==> src/rtl/irqv_pkg.sv <==
package irqv_pkg;
  localparam int unsigned REG_AW = 4;

  typedef enum logic [REG_AW-1:0] {
    RA_STAT = 4'd0,
    RA_SET  = 4'd1,
    RA_ENAB = 4'd2,
    RA_CRIT = 4'd3,
    RA_POL  = 4'd4,
    RA_MODE = 4'd5,
    RA_MASK = 4'd6,
    RA_VEC  = 4'd7,
    RA_VCFG = 4'd8
  } reg_sel_e;

  // vector base: configuration word with its two low bits forced to zero
  function automatic logic [31:0] vec_base(input logic [31:0] cfg);
    return {cfg[31:2], 2'b00};
  endfunction
endpackage

==> src/rtl/irqv_sync.sv <==
module irqv_sync #(
  parameter int unsigned NSRC = 32
) (
  input  logic            clk,
  input  logic            rst_n,
  input  logic [NSRC-1:0] raw_in,
  output logic [NSRC-1:0] sync_out
);
  logic [NSRC-1:0] stage1;

  for (genvar g = 0; g < NSRC; g++) begin : g_bit
    always_ff @(posedge clk or negedge rst_n) begin
      if (!rst_n) begin
        stage1[g]   <= 1'b0;
        sync_out[g] <= 1'b0;
      end else begin
        stage1[g]   <= raw_in[g];
        sync_out[g] <= stage1[g];
      end
    end
  end
endmodule

==> src/rtl/irqv_detect.sv <==
module irqv_detect #(
  parameter int unsigned NSRC = 32
) (
  input  logic            clk,
  input  logic            rst_n,
  input  logic [NSRC-1:0] line_sync,
  input  logic [NSRC-1:0] pol_hi,
  input  logic [NSRC-1:0] edge_mode,
  output logic [NSRC-1:0] hit
);
  logic [NSRC-1:0] active;
  logic [NSRC-1:0] active_q;

  // polarity 1 keeps the line, polarity 0 inverts it
  assign active = ~(line_sync ^ pol_hi);

  always_ff @(posedge clk or negedge rst_n) begin
    if (!rst_n) active_q <= '0;
    else        active_q <= active;
  end

  for (genvar g = 0; g < NSRC; g++) begin : g_src
    always_comb begin
      if (edge_mode[g]) hit[g] = active[g] & ~active_q[g];
      else              hit[g] = active[g];
    end
  end
endmodule

==> src/rtl/irqv_prio.sv <==
module irqv_prio #(
  parameter int unsigned NSRC      = 32,
  parameter int unsigned STRIDE_LG = 9
) (
  input  logic [NSRC-1:0] pend,
  input  logic [31:0]     cfg,
  output logic [31:0]     vec,
  output logic            found
);
  localparam int unsigned IW = (NSRC > 1) ? $clog2(NSRC) : 1;

  // lowest source number with a pending bit (source n lives on bit NSRC-1-n)
  function automatic logic [IW-1:0] first_low(input logic [NSRC-1:0] p);
    logic [IW-1:0] r;
    r = '0;
    for (int n = NSRC - 1; n >= 0; n--)
      if (p[NSRC-1-n]) r = IW'(n);
    return r;
  endfunction

  // highest source number with a pending bit
  function automatic logic [IW-1:0] first_high(input logic [NSRC-1:0] p);
    logic [IW-1:0] r;
    r = '0;
    for (int n = 0; n < NSRC; n++)
      if (p[NSRC-1-n]) r = IW'(n);
    return r;
  endfunction

  function automatic logic [31:0] slot_addr(input logic [31:0] base,
                                            input logic [IW-1:0] slot);
    return base + (32'(slot) << STRIDE_LG);
  endfunction

  logic [IW-1:0] win;
  logic [IW-1:0] slot;

  always_comb begin
    found = |pend;
    if (cfg[0]) begin
      win  = first_low(pend);
      slot = win;
    end else begin
      win  = first_high(pend);
      slot = IW'(NSRC - 1) - win;
    end
    vec = found ? slot_addr(irqv_pkg::vec_base(cfg), slot) : irqv_pkg::vec_base(cfg);
  end
endmodule

==> src/rtl/irq_vector_ctl.sv <==
module irq_vector_ctl #(
  parameter int unsigned NSRC      = 32,
  parameter int unsigned STRIDE_LG = 9
) (
  input  logic                       clk,
  input  logic                       rst_n,
  input  logic [irqv_pkg::REG_AW-1:0] bus_addr,
  input  logic                       bus_wr,
  input  logic                       bus_rd,
  input  logic [31:0]                bus_wdata,
  output logic [31:0]                bus_rdata,
  input  logic [NSRC-1:0]            irq_in,
  output logic                       irq_crit,
  output logic                       irq_norm
);
  import irqv_pkg::*;

  logic [NSRC-1:0] stat_q, enab_q, crit_q, pol_q, mode_q;
  logic [31:0]     vcfg_q;
  logic [NSRC-1:0] line_sync, hit_w, masked_w, clr_w, set_w;
  logic [31:0]     vec_w;
  logic            vec_found;

  irqv_sync #(.NSRC(NSRC)) u_sync (
    .clk(clk), .rst_n(rst_n), .raw_in(irq_in), .sync_out(line_sync)
  );

  irqv_detect #(.NSRC(NSRC)) u_det (
    .clk(clk), .rst_n(rst_n), .line_sync(line_sync),
    .pol_hi(pol_q), .edge_mode(mode_q), .hit(hit_w)
  );

  assign masked_w = stat_q & enab_q;

  irqv_prio #(.NSRC(NSRC), .STRIDE_LG(STRIDE_LG)) u_prio (
    .pend(masked_w), .cfg(vcfg_q), .vec(vec_w), .found(vec_found)
  );

  assign clr_w = (bus_wr && bus_addr == RA_STAT) ? bus_wdata[NSRC-1:0] : '0;
  assign set_w = (bus_wr && bus_addr == RA_SET)  ? bus_wdata[NSRC-1:0] : '0;

  always_ff @(posedge clk or negedge rst_n) begin
    if (!rst_n) begin
      stat_q <= '0;
      enab_q <= '0;
      crit_q <= '0;
      pol_q  <= '1;
      mode_q <= '0;
      vcfg_q <= '0;
    end else begin
      stat_q <= (stat_q & ~clr_w) | hit_w | set_w;
      if (bus_wr) begin
        case (bus_addr)
          RA_ENAB: enab_q <= bus_wdata[NSRC-1:0];
          RA_CRIT: crit_q <= bus_wdata[NSRC-1:0];
          RA_POL:  pol_q  <= bus_wdata[NSRC-1:0];
          RA_MODE: mode_q <= bus_wdata[NSRC-1:0];
          RA_VCFG: vcfg_q <= bus_wdata;
          default: ;
        endcase
      end
    end
  end

  logic [31:0] rd_mux;
  always_comb begin
    rd_mux = '0;
    case (bus_addr)
      RA_STAT: rd_mux = 32'(stat_q);
      RA_ENAB: rd_mux = 32'(enab_q);
      RA_CRIT: rd_mux = 32'(crit_q);
      RA_POL:  rd_mux = 32'(pol_q);
      RA_MODE: rd_mux = 32'(mode_q);
      RA_MASK: rd_mux = 32'(masked_w);
      RA_VEC:  rd_mux = vec_w;
      RA_VCFG: rd_mux = vcfg_q;
      default: rd_mux = '0;
    endcase
  end

  always_ff @(posedge clk or negedge rst_n) begin
    if (!rst_n)      bus_rdata <= '0;
    else if (bus_rd) bus_rdata <= rd_mux;
  end

  assign irq_crit = |(masked_w & crit_q);
  assign irq_norm = |(masked_w & ~crit_q);
endmodule

==> config.mk <==
export PLATFORM = sky130hd
export DESIGN_NAME = irq_vector_ctl
export DESIGN_NICKNAME = d
export VERILOG_FILES = /design/src/rtl/irqv_pkg.sv /design/src/rtl/irqv_sync.sv /design/src/rtl/irqv_detect.sv /design/src/rtl/irqv_prio.sv /design/src/rtl/irq_vector_ctl.sv
export SDC_FILE = /design/constraint.sdc
export NUM_CORES = 1
export LEC_CHECK = 0
export ABC_AREA = 1
export BUFFER_PORTS_ARGS = -buffer_cell sky130_fd_sc_hd__buf_4
export CORE_UTILIZATION = 55
export CTS_BUF_LIST = sky130_fd_sc_hd__clkbuf_8 sky130_fd_sc_hd__clkbuf_16
export DETAILED_ROUTE_END_ITERATION = 8
export PLACE_DENSITY = 0.74
export SETUP_SLACK_MARGIN = 0.4
export SLEW_MARGIN = 20
export SYNTH_ARGS = -nofsm -noshare
export SYNTH_HDL_FRONTEND = slang
export SYNTH_SLANG_ARGS = --single-unit
==> constraint.sdc <==
create_clock -name clk -period 6.26 [get_ports clk]
set_clock_uncertainty 0.05 [all_clocks]
set_input_delay 0.313 -clock clk [delete_from_list [all_inputs] [get_ports clk]]
set_output_delay 0.313 -clock clk [all_outputs]
set_load 0.02 [all_outputs]
### Yosys cells after proc, flatten, opt, wreduce, memory -nomap -nowiden

Cells that the tools add are included.

* register bits: 320
* input bits: 72
* output and inout bits: 34
* word-level logic and storage cells: 268

* add/subtract/negate cells: 2
* equal/unequal tests: 8
* mux-type cells: 101
* bitwise gates (word level): 74
* reduce and logical (&&, ||, !) cells: 11

Operators by type and width (count)
* case mux 32 bit (8 select lines): 1
* two-way mux 5 bit: 50
* bitwise AND 32 bit: 4
* two-way mux 32 bit: 3
* NOT 32 bit: 3
* OR reduction 32 bit: 3
* bitwise OR 32 bit: 2
* two-way mux 1 bit: 33
* adder 32 x 14 -> 32 bit: 1
* bitwise AND 1 bit: 32
* two-way mux 4 bit: 8
* NOT 1 bit: 32
* XOR 32 bit: 1
* == test 4 x 3 -> 1 bit, second input constant: 4
* two-way mux 3 bit: 4
* AND reduction 2 bit: 5
* == test 4 x 2 -> 1 bit, second input constant: 2
* subtractor 5 bit, first input constant: 1
* == test 4 x 1 -> 1 bit, second input constant: 1
* == test 4 bit, second input constant: 1
* logical NOT 4 bit: 1
* two-way mux 2 bit: 2
* logical AND 1 bit: 2

### Longest topological paths before layout

* depth in word-level cells: 38
* gate-level depth with buffers: 58
* depth with buffers taken out: 58

### Modules after synthesis

Synthesis repeated with hierarchy kept, for this count alone.

* cell total of the unflattened synthesis: 2216
* area total of the unflattened synthesis: 16692.3 um^2

Modules (own cells, without submodules)
* irq_vector_ctl: times used 1, cells an instance 1568, area an instance 11639.9 um^2, sequential area each 5645.4 um^2
* irqv_detect: times used 1, cells an instance 320, area an instance 2042.0 um^2, sequential area each 800.8 um^2
* irqv_sync: times used 1, cells an instance 64, area an instance 1601.5 um^2, sequential area each 1601.5 um^2
* irqv_prio: times used 1, cells an instance 264, area an instance 1408.9 um^2, sequential area each 0.0 um^2

### Worst setup path after synthesis

Ideal clock, no wire load.

* kind: register to register
* start: register stat_q[28]
* end: register bus_rdata[31]
* library setup time: 131 ps
* arrival: 4220 ps
* setup slack: 1859 ps
* stages on the path, launching flop included: 55
* path buffers: 0
* clock period less this slack: 4401 ps
* cells stage by stage: dfrtp_1 -> nand2_1 -> inv_1 -> a21oi_1 -> o21ai_1 -> nand2_1 -> nand2_1 -> nand2_1 -> nand2_1 -> nand2_1 -> nand2_1 -> nand2_1 -> nand2_1 -> nand2_1 -> nand2_1 -> nand2_1 -> nand2_1 -> nand2_1 -> [19 not listed] -> nand2_1 -> a21oi_1 -> nor2_4 -> nand2_2 -> nor3_2 -> inv_2 -> nor2_2 -> inv_2 -> nor2_4 -> inv_2 -> nor4_4 -> nand2_2 -> nor2_4 -> nand3_1 -> nand3_1 -> o2111ai_1 -> nand2_1 -> o21ai_2

* word-level cells in the longest chain between the ends: 36
* elaborated cells on any way between the ends: 41

RTL lines
* start, declared: line irq_vector_ctl.sv:18 `logic [NSRC-1:0] stat_q, enab_q, crit_q, pol_q, mode_q;`
* start signal, assigned: line irq_vector_ctl.sv:51 `stat_q <= (stat_q & ~clr_w) | hit_w | set_w;`
* bitwise AND 32 bit (*): line irq_vector_ctl.sv:33 `assign masked_w = stat_q & enab_q;`
* two-way mux 2 bit: line irqv_prio.sv:26 `if (p[NSRC-1-n]) r = IW'(n);`
* two-way mux 3 bit (4 in a row): line irqv_prio.sv:26
* two-way mux 4 bit (8 in a row): line irqv_prio.sv:26
* two-way mux 5 bit (16 in a row): line irqv_prio.sv:26
* two-way mux 5 bit: line irqv_prio.sv:40 `if (cfg[0]) begin`
* subtractor 5 bit: line irqv_prio.sv:45 `slot = IW'(NSRC - 1) - win;`
* two-way mux 5 bit: line irqv_prio.sv:40
* adder 32 x 14 -> 32 bit: line irqv_prio.sv:32 `return base + (32'(slot) << STRIDE_LG);`
* two-way mux 32 bit (*): line irqv_prio.sv:47 `vec = found ? slot_addr(irqv_pkg::vec_base(cfg), slot) : irqv_pkg::vec_base(cfg);`
* case mux 32 bit (8 select lines) (*): line irq_vector_ctl.sv:68 `case (bus_addr)`
* end signal, assigned: line irq_vector_ctl.sv:83 `else if (bus_rd) bus_rdata <= rd_mux;`
* end, declared: line irq_vector_ctl.sv:11 `output logic [31:0] bus_rdata,`

Every way passes the cells marked *; elsewhere a longest branch is shown, timed or not. The select of a mux whose other input is x is not followed.
A chain may end at the register's enable or synchronous reset.

### Worst setup path after layout

* start: register stat_q[30]
* end: register bus_rdata[27]

* word-level cells in the longest chain between the ends: 38
* elaborated cells on any way between the ends: 41

RTL lines (line)
* bitwise AND 32 bit (*): irq_vector_ctl.sv:33
* two-way mux 1 bit: irqv_prio.sv:26
* two-way mux 2 bit (2 in a row): irqv_prio.sv:26
* two-way mux 3 bit (4 in a row): irqv_prio.sv:26
* two-way mux 4 bit (8 in a row): irqv_prio.sv:26
* two-way mux 5 bit (16 in a row): irqv_prio.sv:26
* two-way mux 5 bit: irqv_prio.sv:40
* subtractor 5 bit: irqv_prio.sv:45
* two-way mux 5 bit: irqv_prio.sv:40
* adder 32 x 14 -> 32 bit: irqv_prio.sv:32
* two-way mux 32 bit (*): irqv_prio.sv:47
* case mux 32 bit (8 select lines) (*): irq_vector_ctl.sv:68

Marks and branches as above.

==> results.sh <==
export IMPL_finalSetupViolCount=0
export IMPL_first_pass_iters=6
export IMPL_fp_dieH_um=164
export IMPL_cts_root_buffer="clkbuf_16"
export IMPL_viasPerCell=5.82
export IMPL_antennaDiodeCount=0
export IMPL_fin_area_mm2=0.0174
export IMPL_end_kind="flop"
export IMPL_cts_buffers=34
export IMPL_total_power_mw=5.87
export IMPL_p_per_area_mw_per_mm2=338
export IMPL_antenna_found_initial=0
export IMPL_peakVddDrop_mv=0.261
export IMPL_synth_edff_count=0
export IMPL_wl_per_cell_um=18.8
export IMPL_max_cap_violations=0
export IMPL_syn_nets=1701
export IMPL_worst_setup_path_start_kind="flop"
export IMPL_start_util=0.567
export IMPL_finalCritPeriodShare=0.818
export IMPL_final_layout_size_suffix_gt1_frac=0.156
export IMPL_syn_inst=1622
export IMPL_maxSlewViolCount=0
export IMPL_max_freq_ghz=0.195
export IMPL_clock_path_buffers=3
export IMPL_cts_tree="built"
export IMPL_crit_type="reg2reg"
export IMPL_hold_class="in2reg"
export IMPL_yosys_top_cells_area="dfrtp_1, nand2_1, o21ai_0, dfstp_2, inv_1"
export IMPL_finalSetupTns_ps=0
export IMPL_vias=12441
export IMPL_async_flop_share=1.00
export IMPL_drt_wl_total_mm=40.1
export IMPL_worst_pin_slew_ps=1090
export IMPL_ys_ff_latch=320
export IMPL_max_stage_delay_ps=410
export IMPL_clk_latency_ps=520
export IMPL_ys_seq_area_frac=0.557
export IMPL_worst_ep_arrival_time_ps=5450
export IMPL_power_leakage_nw=7.98
export IMPL_path_clk_slew_ps=60
export IMPL_syn_area_mm2=0.0144
export IMPL_clkSinkCount=320
export IMPL_slew_limit_headroom=0.269
export IMPL_dpl_cell_area_mm2=0.0156
export IMPL_portBuffers=105
export IMPL_utilization=0.681
export IMPL_synth_top_cell_area_share=0.499
export IMPL_cts_htree_levels=2
export IMPL_route_detailed_drc=0
export IMPL_hold_viol=0
export IMPL_crit_slowest_cell="fa_1"
export IMPL_gp_congestion=0.893
export IMPL_drt_iter0_markers=1043
export IMPL_grt_remaining_overflow=0
export IMPL_grt_pass1_wl_mm=64.2
export IMPL_core_mm2=0.0255
export IMPL_grt_max_degree=151
export IMPL_fillers=2013
export IMPL_status="finished, final reports clean"
export IMPL_rsz0062_at_grt="no"
export IMPL_std_cell_rows=58
export IMPL_synth_distinct_cells=42
export IMPL_grt_pass1_vias=12014
export IMPL_yosysWarnings=0
export IMPL_cp_common_cell="nand2_1"
export IMPL_yosysTopAreaCell="dfrtp_1"
export IMPL_required_ps=6580
export IMPL_post_cts_setup_buffers=0
export IMPL_min_period_ps=5120
export IMPL_worstPathMaxFanout=6
export IMPL_die_w_um=164
export IMPL_hold_slack_ps=9.20
export IMPL_final_nets=1860
export IMPL_hpwlAfterDp_mm=25.8
export IMPL_synth_ff_type="dfrtp_1"
export IMPL_dieArea_mm2=0.0269
export IMPL_syn_area_per_cell_um2=8.91
export IMPL_ios=106
export IMPL_areaGrowthSynthToFinish_pct=20.1
export IMPL_track_usage=0.311
export IMPL_ant_nets=0
## logic make-up after synthesis
family	Yosys count	share of synthesized area
xor gates and xnor gates	39	0.0236
adders and majority gates	7	0.00658
buffers and inverters	219	0.0571
muxes	20	0.0156
and+or+nand+nor	608	0.177
AOI/OAI and AO/OA	409	0.163
DFF	320	0.557
## area by class of cell
cell class | count | area, um^2 | share of cell area
Clock buffer | 45 | 1040 | 0.0597
Clock inverter | 16 | 93.8 | 0.00541
Inverter | 155 | 582 | 0.0335
Multi-Input combinational cell | 1083 | 5600 | 0.323
Sequential cell | 320 | 8050 | 0.464
Tap cell | 330 | 413 | 0.0238
Timing Repair Buffer | 187 | 1580 | 0.0913
## repair_timing
item | CTS | global route
hold endpoints to repair | 169 | 0
resized for setup | 0 | 0
hold buffers | 64 | 0
## state kept, by name, summed over array words and instances, names as in the netlist
register	count
crit_q	32
vcfg_q	32
mode_q	32
u_sync.stage1	32
u_sync.sync_out	32
enab_q	32
stat_q	32
u_det.active_q	32
bus_rdata	32
pol_q	32
## cells in the mapped netlist, types with 2 or more instances
library cell	count
nand2_1	443
dfrtp_1	288
o21ai_0	239
inv_1	145
clkbuf_1	61
nand3_1	57
nor2_1	43
o22ai_1	41
a21oi_1	37
xnor2_1	36
dfstp_2	32
nand2_2	28
mux2_2	20
a221oi_1	19
o21ai_1	17
o2111ai_1	14
nor2_2	8
nor4_1	8
inv_2	7
a32o_1	6
ha_1	6
nand4_1	6
nor3_1	6
o31ai_1	6
o41ai_1	6
a211oi_1	5
a22o_1	5
a22oi_1	5
o211ai_1	5
clkinv_1	3
nor2_4	3
xor2_1	3
a31oi_1	2
buf_2	2
nand2_4	2
nor3_2	2
## per-stage QoR
step | std cells | worst slack, ps
after floorplan | 1622 | 1860
after global placement | 2011 | 1340
after detailed placement | 2011 | 1250
after CTS | 2136 | 1220
after global routing | 2136 | 533
final | 2136 | 1140
## power breakdown
| part | switching [mW] | internal, mW |
|---|---|---|
| registers | 0.263 | 2.43 |
| clock network | 0.800 | 1.20 |
| logic | 0.728 | 0.447 |
## critical path: cells and delay by family, from the launching register on
kind	cells	cell delay (ps)
AOI/OAI and AO/OA	7	810
xor gates and xnor gates	1	140
adders and majority gates	2	570
buffers and inverters	5	290
DFF	1	400
and+or+nand+nor	37	2700
## metal layers
metal / vias to the layer above / track usage / wire, um
li1: 5753 / - / -
met1: 5982 / 0.440 / 17200
met2: 598 / 0.481 / 18100
met3: 108 / 0.0538 / 3570
met4: 0 / 0.113 / 1210
met5: - / 0 / 0
## path summary, 6_finish.rpt
path,slack (ps),cells past startpoint,end,startpoint
max,1140,52,bus_rdata[27],stat_q[30]
min,9,3,stat_q[3],bus_wdata[3]
max reg2reg,1140,52,bus_rdata[27],stat_q[30]
min reg2reg,300,0,u_sync.sync_out[2],u_sync.stage1[2]
max in group asynchronous,4350,3,mode_q[1],rst_n
min in group asynchronous,370,2,bus_rdata[18],rst_n
## layout by cell type (no fill, tap or decap), types with 41 or more instances in the layout
master         Yosys  routed
dlygate4sd3_1      0      64
inv_1            145     156
nand2_1          443     441
nand3_1           57      57
buf_4              0     121
dfrtp_1          288     288
o21ai_0          239     239
o22ai_1           41      41
nor2_1            43      42
Power figures use the tool's default switching activity.
